## config.mk

```make
export PLATFORM = sky130hd
export DESIGN_NAME = coaxDirCtl
export DESIGN_NICKNAME = d
export VERILOG_FILES = /design/src/rtl/coaxDirPkg.sv /design/src/rtl/coaxDirDatapath.sv /design/src/rtl/coaxDirControl.sv /design/src/rtl/coaxDirCtl.sv
export SDC_FILE = /design/constraint.sdc
export NUM_CORES = 1
export LEC_CHECK = 0
export BUFFER_PORTS_ARGS = -buffer_cell sky130_fd_sc_hd__buf_2
export CORE_MARGIN = 2
export CORE_UTILIZATION = 57
export CTS_CLUSTER_SIZE = 25
export DETAILED_ROUTE_END_ITERATION = 7
export PLACE_DENSITY_LB_ADDON = 0.1
export SETUP_SLACK_MARGIN = 0.4
export SYNTH_ARGS = -nofsm -noshare
export SYNTH_HDL_FRONTEND = slang
export SYNTH_SLANG_ARGS = --single-unit
```

## constraint.sdc

```tcl
create_clock -name clk -period 5.41 [get_ports clk]
set_input_delay 0.2705 -clock clk [delete_from_list [all_inputs] [get_ports clk]]
set_output_delay 0.2705 -clock clk [all_outputs]
set_load 0.005 [all_outputs]
```

## src/rtl/coaxDirPkg.sv

```systemverilog
package coaxDirPkg;

  typedef enum logic [1:0] {
    MODE_IDLE = 2'd0,
    MODE_RX   = 2'd1,
    MODE_TX   = 2'd2,
    MODE_STBY = 2'd3
  } modeT;

  // Strobes from control to datapath
  typedef struct packed {
    logic tmoClear;   // zero the inactivity counter
    logic tmoLoad;    // reload with 16 bit periods
    logic tmoRun;     // count down one step
    logic txEnable;   // let the carrier through
  } ctlStrobeT;

  localparam logic [1:0]  SEL_STANDBY      = 2'b11;
  localparam int unsigned BITS_PER_TIMEOUT = 16;

endpackage

```

## src/rtl/coaxDirDatapath.sv

```systemverilog
module coaxDirDatapath
  import coaxDirPkg::*;
#(
  parameter int unsigned NOISE_CYC    = 8,
  parameter int unsigned BIT_CYC_SLOW = 907,
  parameter int unsigned BIT_CYC_MID  = 227,
  parameter int unsigned BIT_CYC_FAST = 76,
  parameter int unsigned CARRIER_DIV  = 4
) (
  input  logic       clk,
  input  logic       rstN,
  input  logic       carrierDet,
  input  logic [1:0] rateSel,
  input  ctlStrobeT  strobe,
  output logic       validCarrier,
  output logic       tmoDone,
  output logic       txCarrier
);

  localparam int unsigned PMAX_A  = (BIT_CYC_SLOW > BIT_CYC_MID) ? BIT_CYC_SLOW : BIT_CYC_MID;
  localparam int unsigned PMAX    = (PMAX_A > BIT_CYC_FAST) ? PMAX_A : BIT_CYC_FAST;
  localparam int unsigned TMO_MAX = BITS_PER_TIMEOUT * PMAX;
  localparam int unsigned TMO_W   = $clog2(TMO_MAX + 1);
  localparam int unsigned NF_W    = (NOISE_CYC > 1) ? $clog2(NOISE_CYC) : 1;
  localparam int unsigned DIV_W   = (CARRIER_DIV > 2) ? $clog2(CARRIER_DIV) : 1;
  localparam int unsigned DIV_HALF = CARRIER_DIV / 2;

  localparam logic [TMO_W-1:0] LOAD_SLOW = TMO_W'(BITS_PER_TIMEOUT * BIT_CYC_SLOW);
  localparam logic [TMO_W-1:0] LOAD_MID  = TMO_W'(BITS_PER_TIMEOUT * BIT_CYC_MID);
  localparam logic [TMO_W-1:0] LOAD_FAST = TMO_W'(BITS_PER_TIMEOUT * BIT_CYC_FAST);

  // ---------------- noise filter ----------------
  logic validQ;

  generate
    if (NOISE_CYC <= 1) begin : g_nfDirect
      always_ff @(posedge clk or negedge rstN) begin
        if (!rstN) validQ <= 1'b0;
        else       validQ <= carrierDet;
      end
    end else begin : g_nfCount
      logic [NF_W-1:0] runCnt;
      always_ff @(posedge clk or negedge rstN) begin
        if (!rstN) begin
          runCnt <= '0;
          validQ <= 1'b0;
        end else if (!carrierDet) begin
          runCnt <= '0;
          validQ <= 1'b0;
        end else if (runCnt == NF_W'(NOISE_CYC - 1)) begin
          validQ <= 1'b1;
        end else begin
          runCnt <= runCnt + 1'b1;
        end
      end
    end
  endgenerate

  assign validCarrier = validQ;

  // ---------------- inactivity timeout ----------------
  logic [TMO_W-1:0] tmoCnt;
  logic [TMO_W-1:0] loadVal;

  always_comb begin
    case (rateSel)
      2'b00:   loadVal = LOAD_SLOW;
      2'b01:   loadVal = LOAD_MID;
      default: loadVal = LOAD_FAST;
    endcase
  end

  always_ff @(posedge clk or negedge rstN) begin
    if (!rstN)                          tmoCnt <= '0;
    else if (strobe.tmoClear)           tmoCnt <= '0;
    else if (strobe.tmoLoad)            tmoCnt <= loadVal;
    else if (strobe.tmoRun && tmoCnt != '0) tmoCnt <= tmoCnt - 1'b1;
  end

  assign tmoDone = (tmoCnt == '0);

  // ---------------- carrier divider ----------------
  logic [DIV_W-1:0] divCnt;
  logic             carrierPhase;

  always_ff @(posedge clk or negedge rstN) begin
    if (!rstN)                                  divCnt <= '0;
    else if (divCnt == DIV_W'(CARRIER_DIV - 1)) divCnt <= '0;
    else                                        divCnt <= divCnt + 1'b1;
  end

  assign carrierPhase = (divCnt >= DIV_W'(DIV_HALF));

  always_ff @(posedge clk or negedge rstN) begin
    if (!rstN) txCarrier <= 1'b0;
    else       txCarrier <= strobe.txEnable & carrierPhase;
  end

endmodule

```

## src/rtl/coaxDirControl.sv

```systemverilog
module coaxDirControl
  import coaxDirPkg::*;
(
  input  logic       clk,
  input  logic       rstN,
  input  logic       txIn,
  input  logic       validCarrier,
  input  logic       tmoDone,
  input  logic [1:0] rateSel,
  output ctlStrobeT  strobe,
  output logic       dirOut,
  output logic       rxOut
);

  modeT state, nextState;
  logic standbyReq;

  assign standbyReq = (rateSel == SEL_STANDBY);

  always_ff @(posedge clk or negedge rstN) begin
    if (!rstN) state <= MODE_IDLE;
    else       state <= nextState;
  end

  always_comb begin
    nextState       = state;
    strobe          = '0;
    strobe.txEnable = !standbyReq && (state != MODE_STBY) && !txIn;
    if (standbyReq) begin
      nextState       = MODE_STBY;
      strobe.tmoClear = 1'b1;
    end else begin
      case (state)
        MODE_STBY: begin
          nextState       = MODE_IDLE;
          strobe.tmoClear = 1'b1;
        end
        MODE_IDLE: begin
          if (!txIn) begin
            nextState      = MODE_TX;
            strobe.tmoLoad = 1'b1;
          end else if (validCarrier) begin
            nextState      = MODE_RX;
            strobe.tmoLoad = 1'b1;
          end
        end
        MODE_RX: begin
          if (validCarrier)  strobe.tmoLoad = 1'b1;
          else if (tmoDone)  nextState      = MODE_IDLE;
          else               strobe.tmoRun  = 1'b1;
        end
        MODE_TX: begin
          if (!txIn)         strobe.tmoLoad = 1'b1;
          else if (tmoDone)  nextState      = MODE_IDLE;
          else               strobe.tmoRun  = 1'b1;
        end
        default: nextState = MODE_IDLE;
      endcase
    end
  end

  assign dirOut = (state == MODE_RX);
  assign rxOut  = (state == MODE_RX || state == MODE_STBY) ? !validCarrier : 1'b1;

endmodule

```

## src/rtl/coaxDirCtl.sv

```systemverilog
module coaxDirCtl
  import coaxDirPkg::*;
#(
  parameter int unsigned NOISE_CYC    = 8,
  parameter int unsigned BIT_CYC_SLOW = 907,
  parameter int unsigned BIT_CYC_MID  = 227,
  parameter int unsigned BIT_CYC_FAST = 76,
  parameter int unsigned CARRIER_DIV  = 4
) (
  input  logic       clk,
  input  logic       rstN,
  input  logic       txIn,
  input  logic       carrierDet,
  input  logic [1:0] rateSel,
  output logic       dirOut,
  output logic       rxOut,
  output logic       txCarrier
);

  ctlStrobeT strobe;
  logic      validCarrier;
  logic      tmoDone;

  coaxDirControl u_ctl (
    .clk          (clk),
    .rstN         (rstN),
    .txIn         (txIn),
    .validCarrier (validCarrier),
    .tmoDone      (tmoDone),
    .rateSel      (rateSel),
    .strobe       (strobe),
    .dirOut       (dirOut),
    .rxOut        (rxOut)
  );

  coaxDirDatapath #(
    .NOISE_CYC    (NOISE_CYC),
    .BIT_CYC_SLOW (BIT_CYC_SLOW),
    .BIT_CYC_MID  (BIT_CYC_MID),
    .BIT_CYC_FAST (BIT_CYC_FAST),
    .CARRIER_DIV  (CARRIER_DIV)
  ) u_dp (
    .clk          (clk),
    .rstN         (rstN),
    .carrierDet   (carrierDet),
    .rateSel      (rateSel),
    .strobe       (strobe),
    .validCarrier (validCarrier),
    .tmoDone      (tmoDone),
    .txCarrier    (txCarrier)
  );

endmodule

```

# Word level (Yosys, flattened, before mapping)
# Cells that the tools add are included.
# word_totals
ff_bits,23
in_bits,6
out_inout_bits,3
# classes
n_addsub,3
n_lt_le_gt_ge,1
eq_ne,13
n_mux,28
bitwise,1
reduce_logical,13
# ops
cell,count
two-way mux 14 bit,3
one-hot mux 14 bit (2 select lines),1
two-way mux 2 bit,8
logical NOT 14 bit,1
nonzero test 14 bit,1
"subtractor 14 x 1 -> 14 bit, second input constant",1
two-way mux 1 bit,11
"== test 2 bit, second input constant",4
one-hot mux 2 bit (4 select lines),1
two-way mux 3 bit,2
"== test 2 x 1 -> 1 bit, second input constant",2
logical NOT 2 bit,2
"!= test 2 bit, second input constant",2
"!= test 4 x 2 -> 1 bit, second input constant",1
"adder 3 x 1 -> 3 bit, second input constant",1
"== test 3 bit, second input constant",1
logical AND 1 bit,3
logical NOT 1 bit,3
"!= test 3 x 2 -> 1 bit, second input constant",1
"!= test 3 bit, second input constant",1
one-hot mux 1 bit (3 select lines),1
AND reduction 3 bit,1
nonzero test 3 bit,1
"adder 2 x 1 -> 2 bit, second input constant",1
5 further kinds,5

# Longest topological paths before layout
# Gate-level depths: netlist of the first run.
# depth
depth_word,9
depth_mapped,9
mapped_depth_nobuf,7

# Cells and area by module
# Synthesis of the first run repeated with hierarchy kept, for this count alone.
# hier_totals
cells_unflattened,165
area_unflattened_um2,1557.7
# modules_own_cells
mod,n_inst,cells_each,area_per_inst_um2,seq_area_each_um2
coaxDirDatapath,1,134,1302.5,525.5
coaxDirControl,1,31,255.2,50.0

# Least setup slack after synthesis of the first run
# OpenSTA, ideal clock, no wires.
# synth_timing
kind,reg2reg
startpoint,register u_dp.tmoCnt[7]
endpoint,register u_dp.tmoCnt[4]
arrival_time_ns,2.101
slack_ns,3.172
path_stages_with_launch,9
path_buffers,3
synth_period_minus_slack_ns,2.238
cell_sequence,dfrtp_1 > or4_1 > buf_2 > or4_1 > buf_2 > buf_6 > nand4_1 > xor2_1 > a21oi_1
# synth_between
elab_chain_cells,7
elab_cells_between_ends,9
classes_between,mux: 5; reduce/logical: 4
# synth_rtl
item,line,source
from (decl),coaxDirDatapath.sv:62,logic [TMO_W-1:0] tmoCnt;
from (signal assigned),coaxDirDatapath.sv:76,else if (strobe.tmoLoad) tmoCnt <= loadVal;
from (signal assigned),coaxDirDatapath.sv:77,else if (strobe.tmoRun && tmoCnt != '0) tmoCnt <= tmoCnt - 1'b1;
logical NOT 14 bit,coaxDirDatapath.sv:80,assign tmoDone = (tmoCnt == '0);
two-way mux 1 bit,"coaxDirControl.sv:49, coaxDirControl.sv:54",
"two-way mux 1 bit, on equally long branches","coaxDirControl.sv:53, coaxDirControl.sv:48",
one-hot mux 1 bit (2 select lines),coaxDirControl.sv:33,case (state)
two-way mux 2 bit,coaxDirControl.sv:29,if (standbyReq) begin
logical AND 1 bit *,coaxDirDatapath.sv:77,
nonzero test 3 bit (no line) *,n/a,
# Every way passes the cells marked *; elsewhere a longest branch is shown, timed or not.
# A chain may end at the register's enable or synchronous reset.

# Worst setup path in the final report of the first run
# layout_timing
startpoint,register u_dp.tmoCnt[7]
endpoint,register u_dp.tmoCnt[9]
# layout_between
elab_chain_cells,7
elab_cells_between_ends,13
classes_between,add/sub: 1; mux: 8; reduce/logical: 4
# layout_rtl
item
"parallel branches: the longest is 7 deep, another holds subtractor 14 x 1 -> 14 bit"
# Several ways; the timed one is not identified. The select of a mux whose other input is x is not followed.

==> flow_summary_export.csv, run 1 <==
group,metric,value,unit
global_routing,grt_pass1_wl,4.60,mm
power_and_ir_drop,p_switching,322,uW
final_layout,drive_gt1_share,14.1,%
worst_setup_path,slowest_delay,840,ps
final_layout,area_growth,6.40,%
power_and_ir_drop,vdd_drop_max,0.000303,V
clocking,cts_buffers,3,
detailed_routing,wl,2.64,mm
global_routing,grt_overflow,0,
power_and_ir_drop,p_comb_share,53.7,%
clocking,cts-root-buf,"clkbuf_4",
global_routing,grt_pass1_vias,1058,
sta,rsz0062_at_grt,"false",
clocking,numClockSinks,23,
status,outcome,"complete, no violations",
sta,hold_viol,0,
detailed_routing,ant_nets,0,
clocking,cts_tree,"done",
clocking,cts_max_level,1,
final_layout,postLayoutCoreUtil,65.2,%
worst_setup_path,cp_common_cell,"or4_1",
worst_setup_path,reg2reg_depth,5,
yosys,synth_nets,156,
floorplan,die_area,2810,um^2
global_routing,grt_use_total,22.8,%
detailed_routing,top_layer_used,"met4",
clocking,clk_path_buf_depth,2,
placement,routabilityCongestion,0.810,
detailed_routing,wl_met3,95,um
worst_setup_path,critPathLaunchType,"register",
sta,setup_viol,0,
final_layout,n_fill_cell,204,
detailed_routing,wl_met2,1.32,mm
sta,relSlewSlack,53.6,%
power_and_ir_drop,p_sw_share,44.5,%
worst_setup_path,crit_arrival,2860,ps
floorplan,start_util,61.3,%
worst_setup_path,path_cells,"or4_1 -> or4_1 -> nand3_1 -> mux2i_1 -> o22ai_1",
yosys,synth_ff_type,"dfrtp_1",
global_routing,antenna_found_initial,0,
yosys,ys_warn_count,0,
clocking,ctsResizeCount,0,
detailed_routing,firstDrtPassIters,4,
sta,drv_slew,0,
power_and_ir_drop,clockPowerShare,11.4,%
worst_setup_path,end_kind,"register",
power_and_ir_drop,p_seq_share,34.9,%
worst_setup_path,worstPathRequired,5610,ps
power_and_ir_drop,p_leak,0.000661,uW
yosys,synth-seq-area-share,42.0,%
floorplan,die_y,53.0,um
yosys,ys_seq_elements,23,
floorplan,rows,17,
power_and_ir_drop,power_density,497,nW/um^2
sta,worstMarginPinSlew,696,ps
detailed_routing,wire_per_inst,14.9,um
worst_setup_path,crit_end,"u_dp.tmoCnt[9]",
global_routing,grt_max_degree,24,
clocking,clkTransAtPathRegs,130,ps
worst_hold_path,hp-class,"primary input to register",
clocking,post-cts-setup-buffers,0,
worst_setup_path,crit_slowest_cell,"or4_1",
final_layout,regArea,576,um^2
worst_setup_path,worst-r2r-setup-slack,2750,ps
final_layout,diodes,0,
worst_hold_path,min-delay-start,"carrierDet",
yosys,syn_inst,140,
flow_run,maxCapViolations,0,
floorplan,die_w,53.0,um
sta,fin_setup_tns,0,ps
floorplan,core,2230,um^2
clocking,cts_hold_buf,1,
worst_setup_path,critPathLaunch,"u_dp.tmoCnt[7]",
placement,dp_hpwl,1.94,mm
yosys,ys_types,40,
worst_setup_path,r2r-end,"u_dp.tmoCnt[9]",
final_layout,multiInputGateArea,742,um^2
sta,finalCritPeriodShare,49.2,%
worst_setup_path,crit_fanout,14,
power_and_ir_drop,p_int,401,uW
detailed_routing,drtIter0Drc,33,
sta,min_period,2660,ps
sta,finalClockSkew,1.16,ps
detailed_routing,vias,1080,
final_layout,fin_nets,166,
yosys,async_flop_share,100,%
power_and_ir_drop,power,723,uW
placement,portBuffers,8,
yosys,synth-edff-count,0,
detailed_routing,drc,0,
worst_setup_path,crit_type,"register to register",
yosys,syn_avg_cell_area,9.78,um^2
detailed_routing,detail_route.vias_per_cell,6.10,
yosys,syn_area,1370,um^2
detailed_routing,wl_met1,1.17,mm
floorplan,pin_count,9,
worst_setup_path,r2r_start,"u_dp.tmoCnt[7]",
clocking,clk-insertion-delay-late,320,ps
sta,fmax,0.376,GHz
sta,fin_hold_ws,183,ps
-- how the worst min path moves through the flow --
stage | end | slack, ps | cells after the start
finish | u_dp.validCarrier | 180 | 2
detailed placement | u_dp.tmoCnt[8] | 280 | 1
global route | u_dp.validCarrier | 160 | 2
floorplan | u_ctl.state[0] | -30 | 0
CTS | u_dp.validCarrier | 180 | 2
global placement | u_dp.tmoCnt[8] | 270 | 1
-- power groups by stage --
| stage | clock (uW) | combinational (uW) | sequential (uW) |
|---|---|---|---|
| final | 82.3 | 388 | 253 |
| after global placement | 0 | 375 | 252 |
| after global routing | 92.7 | 438 | 259 |
| after floorplan | 0 | 321 | 246 |
| after CTS | 84.0 | 388 | 252 |
| after detailed placement | 0 | 383 | 255 |
-- per-stage QoR --
| step | std cells | instance area (um^2) | setup slack [ps] |
|---|---|---|---|
| after floorplan | 140 | 1370 | 3170 |
| after global placement | 172 | 1420 | 2880 |
| after detailed placement | 172 | 1420 | 2810 |
| after CTS | 177 | 1460 | 2780 |
| after global routing | 177 | 1460 | 2640 |
| final | 177 | 1460 | 2750 |
-- synthesized netlist by cell type (all sizes together) (2+ instances only) --
cell type  number  area share, %
nand4           3            1.4
a211oi          2            1.1
buf             3            1.6
a21oi           9            4.1
xor2            9            5.8
inv             7            1.9
nor3            4            1.5
nor2           12            3.3
nand2b          3            1.4
o21a            2            1.1
nand2           9            2.5
a311oi          2            1.3
nand3b          2            1.1
nand4b          2            1.3
o211ai          2            1.1
nand3           5            1.8
o21ai           6            2.2
or3             3            1.6
nor2b           2           0.91
mux2i           3            2.2
ha             10            9.1
dfrtp          23             42
xnor2           2            1.3
or4             3            1.7
-- cell type report --
cell class,instances,area share (%)
sequential,23,39.5
multi-input combinational,106,50.9
clock inverter,1,0.344
timing repair buffer,9,3.44
clock buffer,3,1.55
inverter,7,1.80
tap,28,2.41
-- layout by cell type, fill, tap and decap left out, drive strengths merged, types with 3 or more instances in the layout --
master and instances:
nand3 5, mux2i 3, dfrtp 23, or4 3
ha 10, xor2 9, nand4 3, nor2 12
o21ai 6, buf 8, clkbuf 3, nor3 4
nand2 9, or3 3, nand2b 3, a21oi 9
inv 7
-- worst max-delay path: cells and delay by family, from the launching register on --
| kind | cells | cell delay (ps) |
|---|---|---|
| and+or+nand+nor | 3 | 1780 |
| DFF | 1 | 430 |
| muxes | 1 | 220 |
| AOI/OAI and AO/OA | 1 | 110 |
-- logic make-up after synthesis --
group                      count (synthesis)  share of synthesized area [%]
AOI/OAI and AO/OA                         29                           14.6
xor gates and xnor gates                  11                           7.04
adders and majority gates                 10                           9.14
buffers and inverters                     11                           3.75
DFF                                       23                           42.0
muxes                                      3                           2.19
and+or+nand+nor                           53                           21.2
-- flip-flops by register name, summed over array words and instances (netlist names) --
name and cells:
u_dp.g_nfCount.runCnt 3, u_ctl.state 2, u_dp.divCnt 2, u_dp.tmoCnt 14, u_dp.txCarrier 1, u_dp.validCarrier 1
-- routing by layer --
layer | up-vias | GRT usage, %
li1 | 521 | -
met3 | 5 | 3.39
met1 | 527 | 28.3
met2 | 27 | 38.8
met4 | 0 | 10.3
met5 | - | 0
(Power assumes the default switching activity.)
==> inputs of run 2 (changes only) <==
--- a/config.mk
+++ b/config.mk
@@ -5,9 +5,10 @@
 export SDC_FILE = /design/constraint.sdc
 export NUM_CORES = 1
 export LEC_CHECK = 0
+export ABC_AREA = 1
 export BUFFER_PORTS_ARGS = -buffer_cell sky130_fd_sc_hd__buf_2
 export CORE_MARGIN = 2
-export CORE_UTILIZATION = 57
+export CORE_UTILIZATION = 54
 export CTS_CLUSTER_SIZE = 25
 export DETAILED_ROUTE_END_ITERATION = 7
 export PLACE_DENSITY_LB_ADDON = 0.1
==> constraint.sdc (replaced) <==
create_clock -name clk -period 2.4 [get_ports clk]
set_input_delay 0.12 -clock clk [delete_from_list [all_inputs] [get_ports clk]]
set_output_delay 0.12 -clock clk [all_outputs]
set_load 0.005 [all_outputs]
==> flow_summary_export.csv, run 2 <==
group,metric,value,unit
worst_setup_path,r2r_start,"u_ctl.state[1]",
final_layout,most-common-layout-cells,"nand2_1, inv_1, nand3_1, nor2_1, dfrtp_1",
yosys,syn_area,1560,um^2
floorplan,rows,19,
power_and_ir_drop,power_density,1250,nW/um^2
clocking,post-cts-setup-buffers,0,
clocking,numClockSinks,23,
sta,timing.final.ws_setup,640,ps
yosys,yosysMostFrequentCell,"nand2_1",
worst_setup_path,reg2reg_depth,11,
floorplan,core,2760,um^2
final_layout,drive_gt1_share,9.52,%
detailed_routing,vias,1406,
detailed_routing,firstDrtPassIters,4,
worst_hold_path,min_path_cells,2,
final_layout,final_common_cell,"nand2_1",
final_layout,diodes,0,
floorplan,die_area,3340,um^2
yosys,synth_top_area_cell,"dfrtp_1",
yosys,yosysTopAreaCellShare,36.9,%
yosys,synth-seq-area-share,36.9,%
yosys,syn_avg_cell_area,7.06,um^2
global_routing,grt_use_total,21.6,%
yosys,synth_nets,237,
yosys,async_flop_share,100,%
clocking,cts_max_level,1,
worst_hold_path,hp-class,"primary input to register",
placement,portBuffers,8,
power_and_ir_drop,vdd_drop_max,0.000753,V
worst_setup_path,crit_fanout,14,
global_routing,antenna_found_initial,0,
sta,hold_viol,0,
global_routing,grt_pass1_wl,5.65,mm
worst_setup_path,crit_slowest_cell,"dfrtp_1",
worst_setup_path,crit_type,"register to register",
sta,finalClockSkew,5.17,ps
final_layout,area_growth,5.77,%
floorplan,start_util,56.6,%
placement,pre_cts_ws,590,ps
yosys,ys_seq_elements,23,
final_layout,fin_nets,248,
floorplan,pin_count,9,
detailed_routing,ant_nets,0,
sta,worstMarginPinSlew,519,ps
worst_setup_path,path_cells,"inv_1 -> ha_1 -> nand2_1 -> inv_1 -> nor2_2 -> nand2_4 -> nor2_1 -> nand2_2 -> inv_4 -> nand2_1 -> o21ai_1",
sta,relSlewSlack,65.4,%
sta,fin_setup_tns,0,ps
worst_setup_path,worst-r2r-setup-slack,640,ps
sta,fmax,0.568,GHz
clocking,clkTransAtPathRegs,130,ps
floorplan,die_y,57.8,um
power_and_ir_drop,p_leak,0.000918,uW
worst_hold_path,hold_end,"u_dp.validCarrier",
placement,dp_hpwl,2.51,mm
clocking,clk-insertion-delay-late,310,ps
detailed_routing,drc,0,
yosys,ys_warn_count,0,
worst_setup_path,end_kind,"register",
global_routing,grt_pass1_vias,1339,
yosys,ys_types,25,
flow_run,maxCapViolations,0,
clocking,cts_tree,"done",
placement,routabilityCongestion,0.931,
sta,drv_slew,0,
sta,setup_viol,0,
clocking,cts-root-buf,"clkbuf_4",
worst_setup_path,r2r-end,"u_dp.tmoCnt[7]",
detailed_routing,wl,3.26,mm
final_layout,largest_reg_flops,14,
status,outcome,"complete, no violations",
final_layout,largest_register,"u_dp.tmoCnt",
yosys,synth-edff-count,0,
detailed_routing,drtIter0Drc,59,
worst_setup_path,worstPathRequired,2650,ps
floorplan,die_w,57.8,um
worst_setup_path,slowest_delay,410,ps
detailed_routing,detail_route.vias_per_cell,5.37,
worst_hold_path,min-delay-start,"carrierDet",
sta,rsz0062_at_grt,"false",
detailed_routing,wire_per_inst,12.4,um
global_routing,grt_max_degree,24,
final_layout,biggestRegsByFlops,"u_dp.tmoCnt: 14 flops, u_dp.g_nfCount.runCnt: 3 flops",
yosys,synth.top_cells.by_area,"dfrtp_1, nand2_1, nand3_1",
worst_setup_path,crit_arrival,2010,ps
worst_setup_path,critPathLaunchType,"register",
yosys,synthTopCellsByCount,"nand2_1, inv_1, nand3_1",
clocking,clk_path_buf_depth,2,
yosys,syn_inst,221,
global_routing,grt_overflow,0,
sta,min_period,1760,ps
clocking,cts_buffers,3,
sta,finalCritPeriodShare,73.3,%
yosys,synth_ff_type,"dfrtp_1",
==> run 2: final cells by class <==
class                   count  area [um^2]
fillers                   272         1110
multi-input cells         164          841
flip-flops and latches     23          576
inverters                  31          119
repair buffers              9         50.0
well taps                  31         38.8
clock buffers               4         26.3
==> run 2: power by group <==
| group | leakage (uW) | switching [uW] | internal [uW] |
|---|---|---|---|
| registers | 0.000301 | 117 | 507 |
| logic | 0.000602 | 837 | 420 |
| clock network | 0.0000150 | 116 | 65.0 |
| total | 0.000918 | 1070 | 992 |
==> run 2: cells by family after synthesis <==
group | after synthesis | synth area share [%]
AOI/OAI and AO/OA | 25 | 8.66
xor gates and xnor gates | 2 | 1.12
DFF | 23 | 36.9
and+or+nand+nor | 127 | 36.1
buffers and inverters | 34 | 9.22
adders and majority gates | 10 | 8.02
==> run 2: metrics by stage <==
step                hold slack, ps  util [%]  power [uW]  cell area [um^2]  cells
global route                  80.8      59.8        2290              1650    262
finish                        77.3      59.8        2060              1650    262
CTS                           62.7      59.8        2070              1650    262
floorplan                     -176         -        1640              1560    221
global placement               115      58.5        1830              1610    257
detailed placement             129      58.5        1880              1610    257
==> run 2: worst max-delay path, delay by kind of cell, from the launching register on <==
family / cells / cell delay, ps
AND/OR/NAND/NOR: 6 / 690
flip-flops: 1 / 410
buffers and inverters: 3 / 290
adder cells (fa/ha/maj): 1 / 210
AO/OA/AOI/OAI: 1 / 70
==> run 2: repair_timing <==
item                                    in CTS  in global routing
endpoints found under the hold margin       23                  0
resized for setup                            0                  1
endpoints found under the setup margin       0                  8
hold buffers                                 1                  0
==> run 2: worst max path at each step <==
stage / from / to / slack (ps) / cells after the start
final: u_ctl.state[1] / u_dp.tmoCnt[7] / 640 / 11
after global routing: u_ctl.state[0] / u_dp.tmoCnt[9] / 470 / 10
after CTS: u_ctl.state[0] / u_dp.tmoCnt[9] / 570 / 9
after detailed placement: u_ctl.state[0] / u_dp.tmoCnt[9] / 590 / 9
after global placement: u_ctl.state[1] / u_dp.tmoCnt[12] / 630 / 9
after floorplan: u_ctl.state[1] / u_dp.tmoCnt[10] / 850 / 11
==> run 2: layer usage <==
metal	track usage [%]	wire [um]	vias to the layer above
met2	36.0	1530	33
li1	-	-	718
met4	11.3	85	0
met3	2.23	137	9
met5	0	0	-
met1	27.7	1500	646
==> inputs of run 3 (changes only) <==
--- a/config.mk
+++ b/config.mk
@@ -5,10 +5,10 @@
 export SDC_FILE = /design/constraint.sdc
 export NUM_CORES = 1
 export LEC_CHECK = 0
-export ABC_AREA = 1
+export ABC_AREA = 0
 export BUFFER_PORTS_ARGS = -buffer_cell sky130_fd_sc_hd__buf_2
 export CORE_MARGIN = 2
-export CORE_UTILIZATION = 54
+export CORE_UTILIZATION = 57
 export CTS_CLUSTER_SIZE = 25
 export DETAILED_ROUTE_END_ITERATION = 7
 export PLACE_DENSITY_LB_ADDON = 0.1
==> constraint.sdc (replaced) <==
create_clock -name clk -period 1.8 [get_ports clk]
set_input_delay 0.09 -clock clk [delete_from_list [all_inputs] [get_ports clk]]
set_output_delay 0.09 -clock clk [all_outputs]
set_load 0.005 [all_outputs]
==> flow_summary_export.csv, run 3 (synthesis gave the netlist of run 1 again) <==
group,metric,value,unit
status,outcome,"complete, but fails checks",
status,violations,"setup timing",
final_layout,postLayoutCoreUtil,86.8,%
floorplan,die_w,53.0,um
final_layout,fin_nets,207,
worst_setup_path,r2r-end,"u_dp.tmoCnt[4]",
sta,drv_slew,0,
power_and_ir_drop,power,3290,uW
sta,setup_viol,16,
clocking,cts_tree,"done",
worst_setup_path,worstPathRequired,2020,ps
sta,fin_setup_tns,-4590,ps
placement,routabilityCongestion,0.873,
sta,finalClockSkew,10.4,ps
clocking,numClockSinks,23,
worst_setup_path,worst-r2r-setup-slack,-370,ps
floorplan,die_area,2810,um^2
final_layout,area_growth,41.7,%
placement,dp_hpwl,2.39,mm
clocking,clk-insertion-delay-late,320,ps
floorplan,die_y,53.0,um
worst_hold_path,hp-class,"primary input to register",
global_routing,antenna_found_initial,0,
final_layout,instances_no_fill,218,
worst_setup_path,crit_arrival,2400,ps
final_layout,largest_reg_flops,14,
sta,relSlewSlack,64.4,%
detailed_routing,drc,0,
global_routing,grt_overflow,0,
final_layout,drive_gt1_share,43.2,%
worst_setup_path,reg2reg_depth,6,
final_layout,final_common_cell,"buf_4",
placement,placed_cells,207,
worst_setup_path,crit_type,"register to register",
sta,timing.final.ws_setup,-373,ps
worst_hold_path,min-delay-start,"rateSel[0]",
detailed_routing,wl,4.15,mm
sta,fin_hold_ws,40.5,ps
sta,rsz0062_at_grt,"true",
sta,hold_viol,0,
worst_hold_path,min_path_cells,2,
final_layout,n_fill_cell,110,
worst_setup_path,end_kind,"register",
detailed_routing,wire_per_inst,19.0,um
placement,portBuffers,8,
sta,fmax,0.460,GHz
sta,min_period,2170,ps
clocking,cts_max_level,1,
clocking,clk_path_buf_depth,2,
worst_setup_path,critPathLaunchType,"register",
detailed_routing,detail_route.vias_per_cell,6.23,
global_routing,grt_max_degree,24,
detailed_routing,firstDrtPassIters,4,
power_and_ir_drop,p_leak,0.000876,uW
flow_run,maxCapViolations,0,
global_routing,grt_use_total,31.4,%
floorplan,rows,17,
final_layout,largest_register,"u_dp.tmoCnt",
power_and_ir_drop,power_density,1700,nW/um^2
worst_setup_path,crit_fanout,7,
sta,finalCritPeriodShare,121,%
final_layout,diodes,0,
global_routing,grt_pass1_wl,6.21,mm
detailed_routing,ant_nets,0,
clocking,cts-root-buf,"clkbuf_4",
sta,worstMarginPinSlew,535,ps
worst_setup_path,r2r_start,"u_dp.tmoCnt[12]",
clocking,clkTransAtPathRegs,140,ps
floorplan,start_util,61.3,%
worst_hold_path,hold_end,"u_dp.tmoCnt[7]",
power_and_ir_drop,vdd_drop_max,0.00128,V
floorplan,pin_count,9,
final_layout,biggestRegsByFlops,"u_dp.tmoCnt: 14 flops, u_dp.g_nfCount.runCnt: 3 flops",
clocking,cts_buffers,3,
detailed_routing,vias,1358,
final_layout,most-common-layout-cells,"buf_4, dfrtp_1, nor2_1, xor2_1",
detailed_routing,drtIter0Drc,80,
global_routing,grt_pass1_vias,1384,
floorplan,core,2230,um^2
[run 3: cell count changes in the layout (fill, tap and decap cells not counted), sizes merged, moves of 7 or more]
cell and change:
buf +40, inv -24, nand2 -58, nand3 -22, nor2 -15, o21ai -11, xor2 +7
[run 3: cell type report]
class                           count  area [um^2]  area share, %
Multi-Input combinational cell    106          890           45.9
Sequential cell                    23          576           29.7
Timing Repair Buffer               50          387           19.9
Tap cell                           28         35.0           1.81
Clock buffer                        4         26.3           1.35
Inverter                            7         26.3           1.35
[run 3: through the flow]
step	setup WS, ps	cell area [um^2]
finish	-373	1940
global placement	-317	1700
global route	-443	1940
detailed placement	-382	1700
CTS	-305	1870
floorplan	-300	1400
[run 3: where the power goes]
group          internal, uW  switching (uW)  leakage, uW
Combinational          1170            1140     0.000560
Sequential              646            89.4     0.000302
Clock                  86.9             166    0.0000150
Total                  1900            1390     0.000876
[run 3: worst max-delay path by stage]
stage,start,end,slack [ps],cells past startpoint
floorplan,u_dp.tmoCnt[6],u_dp.tmoCnt[6],-300,8
global placement,u_dp.tmoCnt[8],u_dp.tmoCnt[11],-320,5
detailed placement,u_dp.tmoCnt[0],u_dp.tmoCnt[7],-380,8
CTS,u_dp.tmoCnt[12],u_dp.tmoCnt[7],-300,6
global route,u_dp.tmoCnt[5],u_dp.tmoCnt[10],-440,6
finish,u_dp.tmoCnt[12],u_dp.tmoCnt[4],-370,6
[run 3: what timing repair did]
action                                  CTS  global route
endpoints found under the setup margin   18            20
gates resized for setup                  24            12
buffers inserted                          2             2
hold buffers                              2             0
pin swaps                                13             8
cloned                                    1             0
endpoints found under the hold margin    24             0
[run 3: worst max-delay path, stage by stage, from the launching register on]
cell	delay (ps)
dfrtp_1	410
or4_4	540
or4_4	510
buf_2	210
nand4_1	120
xor2_1	170
a21oi_1	100
[run 3: routing by layer]
metal,vias to the layer above,track usage [%],wire length (um)
met3,23,1.98,230
met2,79,55.4,2070
met1,654,38.5,1640
li1,602,-,-
met5,-,0,0
met4,0,15.4,206
